<file path="src/rtl/irq_flag_ctrl.sv">
module irq_flag_ctrl (
  input  logic       clk,
  input  logic       rst_n,
  input  logic [3:0] ext_pin,
  input  logic [7:0] port_in,
  input  logic       tmr_wrap,
  input  logic       sleep,
  input  logic       reg_we,
  input  logic [1:0] reg_addr,
  input  logic [7:0] reg_wdata,
  output logic [7:0] reg_rdata,
  output logic       irq_hi,
  output logic       irq_lo,
  output logic       wake
);
  logic [3:0] pin_s1, pin_s2, pin_d;
  logic [3:0] nib_s1, nib_s2, nib_d;
  logic [5:0] flags, en;
  logic [5:1] prio;
  logic [3:0] edge_sel;
  logic       gie;

  logic [3:0] pin_hit;
  logic [5:0] hw_set, pend, prio_eff;

  assign pin_hit  = (pin_s2 & ~pin_d & edge_sel) | (~pin_s2 & pin_d & ~edge_sel);
  assign hw_set   = {(nib_s2 != nib_d), tmr_wrap, pin_hit};
  assign pend     = flags & en;
  assign prio_eff = {prio, 1'b1};

  assign irq_hi = gie & |(pend & prio_eff);
  assign irq_lo = gie & |(pend & ~prio_eff);
  assign wake   = sleep & |pend;

  always_ff @(posedge clk or negedge rst_n) begin
    if (!rst_n) begin
      pin_s1 <= '0; pin_s2 <= '0; pin_d <= '0;
      nib_s1 <= '0; nib_s2 <= '0; nib_d <= '0;
    end else begin
      pin_s1 <= ext_pin;     pin_s2 <= pin_s1; pin_d <= pin_s2;
      nib_s1 <= port_in[7:4]; nib_s2 <= nib_s1; nib_d <= nib_s2;
    end
  end

  always_ff @(posedge clk or negedge rst_n) begin
    if (!rst_n) begin
      flags    <= '0;
      en       <= '0;
      gie      <= 1'b0;
      prio     <= '1;
      edge_sel <= '1;
    end else begin
      flags <= ((reg_we && reg_addr == 2'd0) ? reg_wdata[5:0] : flags) | hw_set;
      if (reg_we) begin
        case (reg_addr)
          2'd1: begin en <= reg_wdata[5:0]; gie <= reg_wdata[7]; end
          2'd2: prio <= reg_wdata[5:1];
          2'd3: edge_sel <= reg_wdata[3:0];
          default: ;
        endcase
      end
    end
  end

  always_comb begin
    case (reg_addr)
      2'd0:    reg_rdata = {2'b00, flags};
      2'd1:    reg_rdata = {gie, 1'b0, en};
      2'd2:    reg_rdata = {2'b00, prio_eff};
      default: reg_rdata = {4'h0, edge_sel};
    endcase
  end
endmodule


</file>
<file path="config.mk">
export PLATFORM = sky130hd
export DESIGN_NAME = irq_flag_ctrl
export DESIGN_NICKNAME = d
export VERILOG_FILES = /design/src/rtl/irq_flag_ctrl.sv
export SDC_FILE = /design/constraint.sdc
export NUM_CORES = 1
export LEC_CHECK = 0
export BUFFER_PORTS_ARGS = -buffer_cell sky130_fd_sc_hd__buf_2
export CORE_UTILIZATION = 40
export CTS_BUF_LIST = sky130_fd_sc_hd__clkbuf_8 sky130_fd_sc_hd__clkbuf_16
export DETAILED_ROUTE_END_ITERATION = 8
export PLACE_DENSITY = 0.6
export SETUP_SLACK_MARGIN = 0.15
export SLEW_MARGIN = 20
export SYNTH_ARGS = -nofsm -noshare
export SYNTH_HDL_FRONTEND = slang
export SYNTH_SLANG_ARGS = --single-unit
</file>
<file path="constraint.sdc">
create_clock -name clk -period 1.1 [get_ports clk]
set_input_delay 0 -clock clk [delete_from_list [all_inputs] [get_ports clk]]
set_output_delay 0 -clock clk [all_outputs]
set_load 0.02 [all_outputs]
</file>
==> run_results.csv <==
group,metric,value,unit
grt,grt.met3_usage,4.040,%
detailed_routing,antenna_left,0,
logic_synthesis,synth_edf_count,0,
die,rows,24,
hold_path,holdCritPathClass,"in -> async",
detailed_routing,route.vias.total,1241,
clock_network,clock_sinks,46,
final_layout,fin_util,57.11,%
clock_network,worstSkewPairLatency,0.29,ns
sta,rsz0062_at_grt,"yes",
detailed_routing,routed_via_density,4.984,
clock_network,cts_tree,"built",
job,cap_violations,0,
sta,slew_viol_final,0,
logic_synthesis,async_flop_share,100.0,%
die,core_area,4414,sq um
worst_setup_path,cp_max_fo,3,
grt,grt_pass1_wl,6.334,mm
die,dieWidth,70.04,um
grt,grt.overflow.total,0,
place,dp_hpwl,2.552,mm
logic_synthesis,synth.most_common_cell,"dfrtp_1",
worst_setup_path,startpoint_type,"register",
power_and_ir_drop,peakVddDrop,0.7452,mV
die,dieArea,4906,sq um
worst_setup_path,path_class,"reg -> out",
sta,min_period,1.366,ns
logic_synthesis,yosysSeqAreaShare,62.77,%
sta,hold_viol_final,0,
final_layout,num-nets-final,223,
final_layout,areaGrowthSynthToFinish,36.15,%
logic_synthesis,ys_ff_latch,46,
logic_synthesis,yosys_most_used_dff,"dfrtp_1",
sta,holdWs,0.2013,ns
detailed_routing,drt_iter0_markers,42,
die,die_y,70.04,um
detailed_routing,drc,0,
sta,fin_skew,0.001431,ns
clock_network,cts_made_buffers,5,
worst_setup_path,worstPathArrival,1.37,ns
logic_synthesis,synth-warning-count,0,
run_status,status,"finished with violations",
place,dp_slack,0.03631,ns
detailed_routing,wl_per_cell,14.62,um
final_layout,diodes,0,
grt,grtUsageMet2,28.85,%
grt,antenna_found_initial,0,
clock_network,cts-htree-levels,2,
sta,fin_crit_sh,124.2,%
final_layout,final_layout_size_suffix_gt1_share,44.16,%
logic_synthesis,syn_area,1852,sq um
run_status,violations,"setup timing",
grt,grt_max_degree,47,
logic_synthesis,netlist_instances,132,
grt,met1_usage,19.56,%
clock_network,clk_pin_slew,0.08,ns
logic_synthesis,synth.avg_cell_area,14.03,sq um
die,io-pin-count,38,
grt,top_usage_layer,"met2",
sta,setup_viol,9,
power_and_ir_drop,leakagePower,0.001115,uW
logic_synthesis,synth_top_area_share,50.00,%
clock_network,clock-root-buffer,"clkbuf_8",
grt,grtUsageTotal,16.84,%
logic_synthesis,synth_area_leaders,"dfrtp_1 50%, dfstp_2 13%, mux2_2 10%, mux2i_1 3.8%, nand2_1 3.6%",
logic_synthesis,synth_cell_types,26,
detailed_routing,firstDrtPassIters,4,
clock_network,cts_buffer_depth,2,
grt,grt_pass1_vias,1375,
place,gp_congestion,0.7705,
sta,setup_ws,-0.2658,ns
die,start_util,41.95,%
logic_synthesis,synth.top_cells.by_count,"37 x dfrtp_1, 18 x nand2_1, 17 x mux2_2, 9 x dfstp_2, 7 x mux2i_1",
place,portBuffers,31,
detailed_routing,wirelength,3.640,mm
sta,max_freq,0.7321,GHz
logic_synthesis,synth.largest_area_cell,"dfrtp_1",
worst_setup_path,endpoint_kind,"output pin",
logic_synthesis,synthesis.nets,159,
power_and_ir_drop,p_per_area,1591,nW/um^2
final_layout,fillCellCount,371,
worst_setup_path,crit_required,1.10,ns
-- where the power goes --
| group | total (uW) | internal, uW | leakage, uW | switching (uW) |
|---|---|---|---|---|
| combinational | 918 | 510 | 0.000549 | 409 |
| sequential | 2070 | 1920 | 0.000514 | 155 |
| clock | 1020 | 497 | 0.0000524 | 525 |
-- critical path: stages, from the launching register on --
cell     delay, ns
dfstp_2       0.57
o22ai_2       0.08
o31a_1        0.29
buf_6         0.13
-- path summary, 6_finish.rpt --
kind	start	endpoint	slack (ns)	cells after the start
hold / removal	rst_n	flags[1]	0.20	3
max in group asynchronous	rst_n	prio[5]	0.61	3
setup reg to reg	nib_d[2]	flags[5]	0.10	3
setup / recovery	prio[5]	irq_lo	-0.27	3
hold reg to reg	pin_s1[2]	pin_s2[2]	0.35	0
min in group clk	reg_we	en[4]	0.25	3
-- cell usage in the layout, fill, tap and decap left out --
cell type and n:
o22ai_2 2, nor2_1 5, dlygate4sd3_1 17, dfstp_2 9, nand4_1 2, buf_2 22
o31a_1 1, nand3b_1 1, o22a_1 1, buf_12 1, and3b_1 1, o211ai_1 4
clkbuf_8 6, nand2_1 17, xor2_1 4, nor3b_4 1, mux2i_1 7, buf_4 9
dfrtp_1 37, o21a_1 2, nor2b_4 1, a211o_1 1, inv_1 1, clkinv_2 1
mux2_2 17, nand3b_2 1, nand3_1 6, o2bb2ai_2 1, nor2b_1 1, nand2_2 1
conb_1 1, mux4_2 3, buf_6 11, o2bb2ai_4 1, nor4_1 1
-- state kept, by name (all words and copies together) (netlist names) --
name,cells
en,6
pin_s2,4
nib_s2,4
nib_d,4
prio,5
flags,6
pin_d,4
edge_sel,4
nib_s1,4
pin_s1,4
gie,1
-- layer usage --
layer / routed length [um] / share of wire [%]
met1: 1553 / 43
met2: 1891 / 52
met3: 106 / 2.9
met4: 88 / 2.4
met5: 0 / 0
-- cells by family (layout without fill, tap and decap cells) --
kind of cell | after synthesis | in the layout | synth area share, %
compound gates | 13 | 13 | 5.473
xor+xnor | 4 | 4 | 1.892
buf+inv | 3 | 68 | 1.216
flops | 46 | 46 | 62.77
mux | 27 | 27 | 17.97
other cells | 1 | 1 | 0.2025
simple gates | 38 | 38 | 10.47
-- area by class of cell --
class	instances	area, sq um	area share (%)
clock buffer	6	82.58	3.275
clock inverter	2	8.758	0.3474
multi-input combinational	83	710.7	28.19
sequential	46	1162	46.10
tap	52	65.06	2.581
timing repair buffer	60	491.7	19.50
-- stage by stage --
| step | setup TNS (ns) | instance area [sq um] | instances | power (uW) |
|---|---|---|---|---|
| floorplan | 0 | 1848 | 132 | 2513 |
| global placement | 0 | 2103 | 218 | 2745 |
| detailed placement | 0 | 2103 | 218 | 2784 |
| CTS | -1.873 | 2462 | 246 | 4000 |
| global route | -2.425 | 2521 | 249 | 4213 |
| finish | -1.961 | 2521 | 249 | 4012 |
-- repair_timing --
item                                    4_1_cts  5_1_grt
cloned                                        0        0
buffers inserted                              3        3
pin swaps                                     6        5
resized for setup                            21        7
hold buffers                                 17        0
endpoints found under the setup margin       11       12
endpoints found under the hold margin        75        0
Note: power is estimated with default switching activity, not from simulation.
